<file path="src/rtl/smg_pkg.sv">
package smg_pkg;
    typedef enum logic [1:0] {
        TS_SEEK_INDEX = 2'd0,
        TS_COUNT      = 2'd1,
        TS_TRACK_END  = 2'd2
    } trk_state_t;

    // clocks for a width given in hundredths of a microsecond, at least 1
    function automatic int width_clks(input int clk_per_us, input int centi_us);
        int w;
        w = (clk_per_us * centi_us) / 100;
        return (w < 1) ? 1 : w;
    endfunction
endpackage

</file>
<file path="src/rtl/smg_pulse_shaper.sv">
module smg_pulse_shaper #(
    parameter int W_CLKS = 4
) (
    input  logic clk,
    input  logic rst_n,
    input  logic trig,
    output logic pulse
);
    localparam int CW = $clog2(W_CLKS + 1);

    logic [CW-1:0] cnt;

    always_ff @(posedge clk) begin
        if (!rst_n)
            cnt <= '0;
        else if (trig)
            cnt <= CW'(W_CLKS);
        else if (cnt != '0)
            cnt <= cnt - 1'b1;
    end

    assign pulse = (cnt != '0);

    p_trig_starts_r2: assert property (@(posedge clk) disable iff (!rst_n)
        trig |=> pulse);
    p_start_cause_r2: assert property (@(posedge clk) disable iff (!rst_n)
        $rose(pulse) |-> $past(trig));
endmodule

</file>
<file path="src/rtl/smg_sector_counter.sv">
module smg_sector_counter
    import smg_pkg::*;
#(
    parameter int TRACK_BYTES = 12000,
    parameter int BPS_W       = 12,
    parameter int SEC_W       = 14
) (
    input  logic             clk,
    input  logic             rst_n,
    input  logic             idx_ref,
    input  logic             byte_tick,
    input  logic [BPS_W-1:0] cfg_bps,
    input  logic             cfg_mark_at_index,
    output logic             idx_evt,
    output logic             sec_evt,
    output logic             byte_evt,
    output logic [SEC_W-1:0] sec_num
);
    localparam int POS_W = $clog2(TRACK_BYTES + 1);
    localparam int CW    = ((POS_W > BPS_W) ? POS_W : BPS_W) + 1;
    localparam logic [CW-1:0] TRACK_C = CW'(TRACK_BYTES);

    trk_state_t       state, state_nx;
    logic [CW-1:0]    byte_pos, sec_bytes, bps_c, nxt_pos, remain;
    logic [BPS_W-1:0] bps_act;
    logic             boundary, last_byte;

    assign bps_c     = CW'(bps_act);
    assign nxt_pos   = byte_pos + 1'b1;
    assign remain    = TRACK_C - nxt_pos;
    assign last_byte = (nxt_pos == TRACK_C);
    assign boundary  = (bps_c != '0) && (sec_bytes + 1'b1 == bps_c) && (remain >= bps_c);

    // state register
    always_ff @(posedge clk) begin
        if (!rst_n) state <= TS_SEEK_INDEX;
        else        state <= state_nx;
    end

    always_comb begin
        state_nx = state;
        unique case (state)
            TS_SEEK_INDEX: if (idx_ref) state_nx = TS_COUNT;
            TS_COUNT: begin
                if (idx_ref)                     state_nx = TS_COUNT;
                else if (byte_tick && last_byte) state_nx = TS_TRACK_END;
            end
            TS_TRACK_END:  if (idx_ref) state_nx = TS_COUNT;
            default:       state_nx = TS_SEEK_INDEX;
        endcase
    end

    // counters and event outputs
    always_ff @(posedge clk) begin
        if (!rst_n) begin
            byte_pos  <= '0;
            sec_bytes <= '0;
            bps_act   <= '0;
            sec_num   <= '0;
            idx_evt   <= 1'b0;
            sec_evt   <= 1'b0;
            byte_evt  <= 1'b0;
        end else begin
            idx_evt  <= idx_ref;
            byte_evt <= byte_tick;
            sec_evt  <= 1'b0;
            if (idx_ref) begin
                byte_pos  <= '0;
                sec_bytes <= '0;
                sec_num   <= '0;
                bps_act   <= cfg_bps;
                sec_evt   <= cfg_mark_at_index && (cfg_bps != '0);
            end else if (byte_tick && state == TS_COUNT) begin
                byte_pos <= nxt_pos;
                if (boundary) begin
                    sec_bytes <= '0;
                    sec_num   <= sec_num + 1'b1;
                    sec_evt   <= 1'b1;
                end else begin
                    sec_bytes <= sec_bytes + 1'b1;
                end
            end
        end
    end

    p_sec_step_r4: assert property (@(posedge clk) disable iff (!rst_n)
        !idx_ref |=> (sec_num == $past(sec_num)) || (sec_num == $past(sec_num) + 1'b1));
    p_idx_restart_r4: assert property (@(posedge clk) disable iff (!rst_n)
        idx_ref |=> (sec_num == '0) && (state == TS_COUNT));
    p_zero_quiet_r9: assert property (@(posedge clk) disable iff (!rst_n)
        (bps_act == '0) |-> !sec_evt);
    p_end_quiet_r10: assert property (@(posedge clk) disable iff (!rst_n)
        (state != TS_COUNT) && !idx_ref |=> !sec_evt);
endmodule

</file>
<file path="src/rtl/sector_mark_gen.sv">
module sector_mark_gen
    import smg_pkg::*;
#(
    parameter int TRACK_BYTES = 12000,
    parameter int CLK_PER_US  = 50,
    parameter int BPS_W       = 12,
    parameter int SEC_W       = $clog2(TRACK_BYTES)
) (
    input  logic             clk,
    input  logic             rst_n,
    input  logic             idx_ref,
    input  logic             byte_tick,
    input  logic [BPS_W-1:0] cfg_bps,
    input  logic             cfg_sel_byteclk,
    input  logic             cfg_mark_at_index,
    output logic             index_pulse,
    output logic             sector_pulse,
    output logic             byteclk_pulse,
    output logic             shared_out,
    output logic [SEC_W-1:0] sector_num
);
    localparam int MARK_W = width_clks(CLK_PER_US, 170);
    localparam int BYTE_W = width_clks(CLK_PER_US, 84);
    localparam int NSHAPE = 3;

    logic [NSHAPE-1:0] evt, pulse;

    smg_sector_counter #(
        .TRACK_BYTES(TRACK_BYTES),
        .BPS_W      (BPS_W),
        .SEC_W      (SEC_W)
    ) u_cnt (
        .clk              (clk),
        .rst_n            (rst_n),
        .idx_ref          (idx_ref),
        .byte_tick        (byte_tick),
        .cfg_bps          (cfg_bps),
        .cfg_mark_at_index(cfg_mark_at_index),
        .idx_evt          (evt[0]),
        .sec_evt          (evt[1]),
        .byte_evt         (evt[2]),
        .sec_num          (sector_num)
    );

    for (genvar g = 0; g < NSHAPE; g++) begin : g_shape
        localparam int W = (g == 2) ? BYTE_W : MARK_W;
        smg_pulse_shaper #(.W_CLKS(W)) u_shp (
            .clk  (clk),
            .rst_n(rst_n),
            .trig (evt[g]),
            .pulse(pulse[g])
        );
    end

    assign index_pulse   = pulse[0];
    assign sector_pulse  = pulse[1];
    assign byteclk_pulse = pulse[2];
    assign shared_out    = cfg_sel_byteclk ? byteclk_pulse : sector_pulse;
endmodule

</file>
<file path="config.mk">
export PLATFORM = sky130hd
export DESIGN_NAME = sector_mark_gen
export DESIGN_NICKNAME = d
export VERILOG_FILES = /design/src/rtl/smg_pkg.sv /design/src/rtl/smg_pulse_shaper.sv /design/src/rtl/smg_sector_counter.sv /design/src/rtl/sector_mark_gen.sv
export SDC_FILE = /design/constraint.sdc
export NUM_CORES = 1
export LEC_CHECK = 0
export BUFFER_PORTS_ARGS = -buffer_cell sky130_fd_sc_hd__clkbuf_2
export CAP_MARGIN = 20
export CORE_MARGIN = 4
export CORE_UTILIZATION = 56
export CTS_CLUSTER_SIZE = 30
export DETAILED_ROUTE_END_ITERATION = 7
export GPL_TIMING_DRIVEN = 0
export PLACE_DENSITY = 0.73
export SETUP_SLACK_MARGIN = 0.02
export SLEW_MARGIN = 20
export SYNTH_ARGS = -nofsm -noshare
export SYNTH_HDL_FRONTEND = slang
export SYNTH_HIERARCHICAL = 1
export SYNTH_SLANG_ARGS = --single-unit
</file>
<file path="constraint.sdc">
create_clock -name clk -period 3.3 [get_ports clk]
set_input_delay 0.495 -clock clk [delete_from_list [all_inputs] [get_ports clk]]
set_output_delay 0.495 -clock clk [all_outputs]
set_load 0.1 [all_outputs]
</file>
* Word level (Yosys, flattened, before mapping)
Cells that the tools add are included.
** Cells by class
- Add/subtract/negate cells :: 7
- Magnitude comparators :: 1
- Equal/unequal tests :: 6
- Multiplexer cells :: 15
- Bitwise operators :: 1
- Reductions and logical operators :: 21
** Operators with widths (number)
- adder 15 x 1 -> 15 bit, second input constant :: 2
- 2-to-1 mux 7 bit :: 4
- equality test 15 x 12 -> 1 bit :: 1
- equality test 15 x 14 -> 1 bit, second input constant :: 1
- greater-or-equal comparator 15 x 12 -> 1 bit :: 1
- 2-to-1 mux 15 bit :: 1
- nonzero test 15 bit :: 1
- subtractor 14 x 15 -> 15 bit, first input constant :: 1
- adder 14 x 1 -> 14 bit, second input constant :: 1
- nonzero test 7 bit :: 2
- subtractor 7 x 1 -> 7 bit, second input constant :: 2
- 2-to-1 mux 6 bit :: 2
- nonzero test 12 bit :: 1
- OR reduction 2 bit :: 5
- 2-to-1 mux 2 bit :: 3
- nonzero test 2 bit :: 3
- nonzero test 6 bit :: 1
- subtractor 6 x 1 -> 6 bit, second input constant :: 1
- logical AND 1 bit :: 5
- 2-to-1 mux 1 bit :: 4
- case mux 2 bit (2 select lines) :: 1
- AND reduction 2 bit :: 2
- inequality test 3 x 2 -> 1 bit, second input constant :: 1
- equality test 2 x 1 -> 1 bit, second input constant :: 1
- 4 further kinds :: 4
** Word-level totals
- Bits in registers :: 81
- Input bits :: 18
- Output and inout bits :: 18
- Word-level logic and storage cells :: 65

* Logic depth before layout (Yosys ltp)
- Depth in word-level cells :: 7
- Depth in mapped cells :: 18

* Modules after synthesis
The synthesis kept the hierarchy.
** Modules (own cells, without submodules)
- smg_sector_counter :: times used 1, cells each 562, area each 4669.5 um^2
- smg_pulse_shaper (g_shape[0].u_shp ...) :: times used 2, cells each 39, area each 337.8 um^2
- smg_pulse_shaper (g_shape[2].u_shp) :: times used 1, cells each 38, area each 361.6 um^2
- sector_mark_gen :: times used 1, cells each 1, area each 15.0 um^2

* Least setup slack after synthesis
OpenSTA, ideal clock, no wires.
- Path type :: reg-to-reg
- Start point :: reg u_cnt.byte_pos[0]
- End point :: reg u_cnt.sec_num[6]
- Data arrival time :: 3.521 ns
- Data required time :: 3.173 ns
- Slack :: -0.348 ns
- Cell stages (with the launch flop) :: 17
- Path buffers :: 1
- Period minus slack after synthesis :: 3.648 ns
- Path through :: dfxtp_1 -> ha_1 -> buf_2 -> a2111oi_0 -> o211a_1 -> nor2b_1 -> o221ai_1 -> o21ai_0 -> xnor2_1 -> ha_1 -> a21oi_1 -> o21ai_0 -> a21o_1 -> a31o_2 -> a211oi_4 -> a21oi_1 -> or3b_1
** On the way
- Word-level cells in the longest chain between the ends :: 5
** RTL lines
- start, declared :: line smg_sector_counter.sv:24 : logic [CW-1:0] byte_pos, sec_bytes, bps_c, nxt_pos, remain;
- start signal, assigned :: line smg_sector_counter.sv:74 : byte_pos <= nxt_pos;
- adder 15 x 1 -> 15 bit :: line smg_sector_counter.sv:29 : assign nxt_pos = byte_pos + 1'b1;
- subtractor 14 x 15 -> 15 bit :: line smg_sector_counter.sv:30 : assign remain = TRACK_C - nxt_pos;
- greater-or-equal comparator 15 x 12 -> 1 bit :: line smg_sector_counter.sv:32 : assign boundary = (bps_c != '0) && (sec_bytes + 1'b1 == bps_c) && (remain >= bps_c);
- logical AND 1 bit :: line smg_sector_counter.sv:32
- AND reduction 2 bit (no line)
- end signal, assigned :: line smg_sector_counter.sv:77 : sec_num <= sec_num + 1'b1;
- end, declared :: line smg_sector_counter.sv:17 : output logic [SEC_W-1:0] sec_num
Every way passes these cells.
A chain may end at the register's enable or synchronous reset.

* Worst setup path in the final report
- Start point :: reg u_cnt.byte_pos[1]
- End point :: reg u_cnt.sec_num[9]
Same word-level chain as after synthesis.

==> out/metrics.yaml <==
status: "complete, but fails checks"
failed_checks: "negative setup slack"
cts_tree: "done"
worstPathRequired_ps: 3560
drt_pass1_iterations: 5
synth_area_leader_cell: "dfxtp_1"
clock_latency_ps: 360
placementRows: 36
synth_most_common_cell: "dfxtp_1"
cp_data_arrival_time_ps: 3840
r2r_slack_ps: -280
gp_congestion: 0.942
reg2reg_from: "u_cnt/byte_pos[1]"
grt.overflow.total: 0
drc: 0
tns_ps: -6370
ys.warnings.count: 6
finalHoldViolations: 0
drv_slew: 0
synthesis.nets: 717
final_cells: 895
synth_common_cells: "81 x dfxtp_1, 54 x nand2_1, 45 x nor2_1"
synthDistinctLibCells: 83
dp_hpwl_mm: 10.8
async_reset_ff_frac: 0
syn-mean-instance-area_sq_um: 8.43
worstMarginPinSlew_ps: 940
area_growth_pct: 21.1
cts_buffer_depth: 2
setup_violations: 27
grt_pass1_vias: 5309
crit_path_frequent_cell: "buf_6"
finalPower_mw: 2.87
cts_num_sinks: 81
placedCellCount: 846
antenna_cells: 0
yosys.area.top_type_share: 0.283
max-cap-violations: 0
ys.flop_type: "dfxtp_1"
via_count: 5464
initialDrtViolationCount: 428
vdd_drop_max_v: 0.000655
track_usage: 0.267
p_per_area_mw_per_mm2: 414
wirelength_mm: 15.7
max_freq_mhz: 279
die_h_microns: 109
critPathSlowestCell: "dfxtp_4"
seq_area_frac_synth: 0.283
cts_made_buffers: 9
min_from: "cfg_bps[6]"
synth_seq_cells: 81
worst_slack_ps: -283
drive_gt1_frac: 0.257
holdPathEnd: "u_cnt/bps_act[6]"
path_class: "reg2reg"
end_kind: "flip-flop"
wire_per_inst_microns: 17.6
grt_setup_unrepaired: "true"
holdPathStages: 3
htree_levels: 3
grt_pass1_wl_mm: 25.2
cts-root-buf: "clkbuf_8"
slowest_delay_ps: 370
io_buffers: 34
synthTopCellsByArea: "dfxtp_1 28%, xnor2_1 6.6%, mux2i_1 4.7%"
reg2reg_depth: 20
ctsHoldBuffers: 0
leakage_nw: 2.51
die_x_microns: 109
r2r-end: "u_cnt/sec_num[9]"
dieArea_sq_mm: 0.0119
cp_cell_sequence: "buf_8 > and2_1 > buf_6 > a31oi_2 > a211o_1 > nor2b_4 > o221ai_2 > o21ai_2 > xnor2_2 > ha_1 > a21oi_2 > o21ai_2 > a21o_1 > a31o_2 > a211oi_4 > buf_6 > buf_6 > buf_8 > a21oi_4 > mux2i_1"
vias_per_cell: 6.11
pre_cts_slack_ps: -593
fin_nets: 795
core-area_sq_mm: 0.00986
syn_area_sq_mm: 0.00572
antenna_left: 0
grt_max_degree: 17
skew_ps: 7.81
antenna_found_initial: 0
startpoint_type: "flip-flop"
io_pins: 36
hp-class: "in2reg"
post-route-min-period_ps: 3580
period_share: 1.09
crit_fanout: 6
relSlewSlack: 0.373
start_util: 0.580
synth_edf_count: 0
synthCells: 679
cts.clk_slew.worst_paths_ps: 90
## where the power goes
group          total (mW)  internal [mW]  switching [mW]  leakage [nW]
sequential           1.19           1.07           0.122         0.663
clock               0.679          0.295           0.384        0.0964
combinational       0.994          0.354           0.640          1.75
## metrics by stage
stage / hold WS (ps) / area [sq um] / utilization
3_3_place_gp: 468 / 6140 / 0.622
3_5_place_dp: 471 / 6140 / 0.622
4_1_cts: 401 / 6650 / 0.674
2_1_floorplan: 458 / 5800 / -
5_1_grt: 410 / 6930 / 0.702
6_report: 416 / 6930 / 0.702
## critical path: cells and delay by family (launching register included)
kind                       cells  cell delay (ps)
AOI/OAI and AO/OA             10             1600
buffers and inverters          5              670
DFF                            1              370
adders and majority gates      1              350
and+or+nand+nor                2              220
xor gates and xnor gates       1              160
muxes                          1              110
## cell usage in the layout, fill, tap and decap left out, drive strengths merged, types with 3 or more instances in the layout
cell type | netlist | routed
a2111oi | 4 | 4
a211oi | 8 | 8
a21o | 4 | 4
a21oi | 39 | 39
a31oi | 10 | 10
and2 | 8 | 8
and3 | 8 | 8
and4 | 4 | 4
buf | 17 | 50
clkbuf | 20 | 64
clkinv | 0 | 5
dfxtp | 81 | 81
ha | 20 | 20
inv | 32 | 32
mux2i | 27 | 27
nand2 | 56 | 56
nand2b | 23 | 23
nand3 | 32 | 32
nand4 | 15 | 15
nor2 | 45 | 45
nor2b | 21 | 21
nor3 | 23 | 23
nor4 | 14 | 14
nor4b | 3 | 3
o2111ai | 3 | 3
o211ai | 4 | 4
o21ai | 19 | 19
o31a | 5 | 5
o31ai | 8 | 8
or2 | 5 | 5
or3 | 12 | 12
or3b | 4 | 4
or4 | 6 | 6
xnor2 | 43 | 43
xor2 | 21 | 21
## registers in the layout (all words and copies together) (netlist names)
register	cells
g_shape.u_shp/cnt	20
u_cnt/sec_num	14
u_cnt/byte_evt	1
u_cnt/sec_bytes	15
u_cnt/idx_evt	1
u_cnt/state	2
u_cnt/sec_evt	1
u_cnt/bps_act	12
u_cnt/byte_pos	15
## kinds of logic after synthesis
family | Yosys count | synth area share
and+or+nand+nor | 282 | 0.286
AOI/OAI and AO/OA | 135 | 0.183
DFF | 81 | 0.283
buffers and inverters | 69 | 0.0560
xor gates and xnor gates | 64 | 0.0980
muxes | 28 | 0.0499
adders and majority gates | 20 | 0.0437
## worst max path at each step
| stage | startpoint | end | slack (ps) | cells after the start |
|---|---|---|---|---|
| 3_5_place_dp | u_cnt/byte_pos[0] | u_cnt/sec_bytes[10] | -590 | 17 |
| 2_1_floorplan | u_cnt/byte_pos[0] | u_cnt/sec_num[6] | -160 | 16 |
| 4_1_cts | u_cnt/byte_pos[0] | u_cnt/sec_num[12] | -200 | 19 |
| 3_3_place_gp | u_cnt/byte_pos[0] | u_cnt/sec_bytes[10] | -500 | 17 |
| 5_1_grt | u_cnt/byte_pos[1] | u_cnt/sec_num[3] | -390 | 20 |
| 6_report | u_cnt/byte_pos[1] | u_cnt/sec_num[9] | -280 | 20 |
## layout make-up
| cell class | count | area, sq um |
|---|---|---|
| multi-input cells | 529 | 4080 |
| fillers | 786 | 2940 |
| flip-flops and latches | 81 | 1630 |
| repair buffers | 67 | 479 |
| plain buffers | 37 | 270 |
| well taps | 133 | 166 |
| clock buffers | 10 | 138 |
| inverters | 32 | 124 |
| clock inverters | 6 | 41.3 |
## routing by layer
metal / GRT usage / wire, microns / part of all wire / vias to the layer above
met5: 0 / 0 / 0 / -
met4: 0.121 / 508 / 0.032 / 0
met3: 0.0332 / 861 / 0.055 / 52
met2: 0.457 / 7520 / 0.48 / 205
met1: 0.335 / 6830 / 0.43 / 2615
li1: - / - / - / 2592
## repair_timing
item                                    CTS  global route
pin swaps                                11            11
resized for setup                        40            35
endpoints found under the setup margin   27            27
cloned                                    2             0
buffers inserted                         17            14
Power figures use the tool's default switching activity.
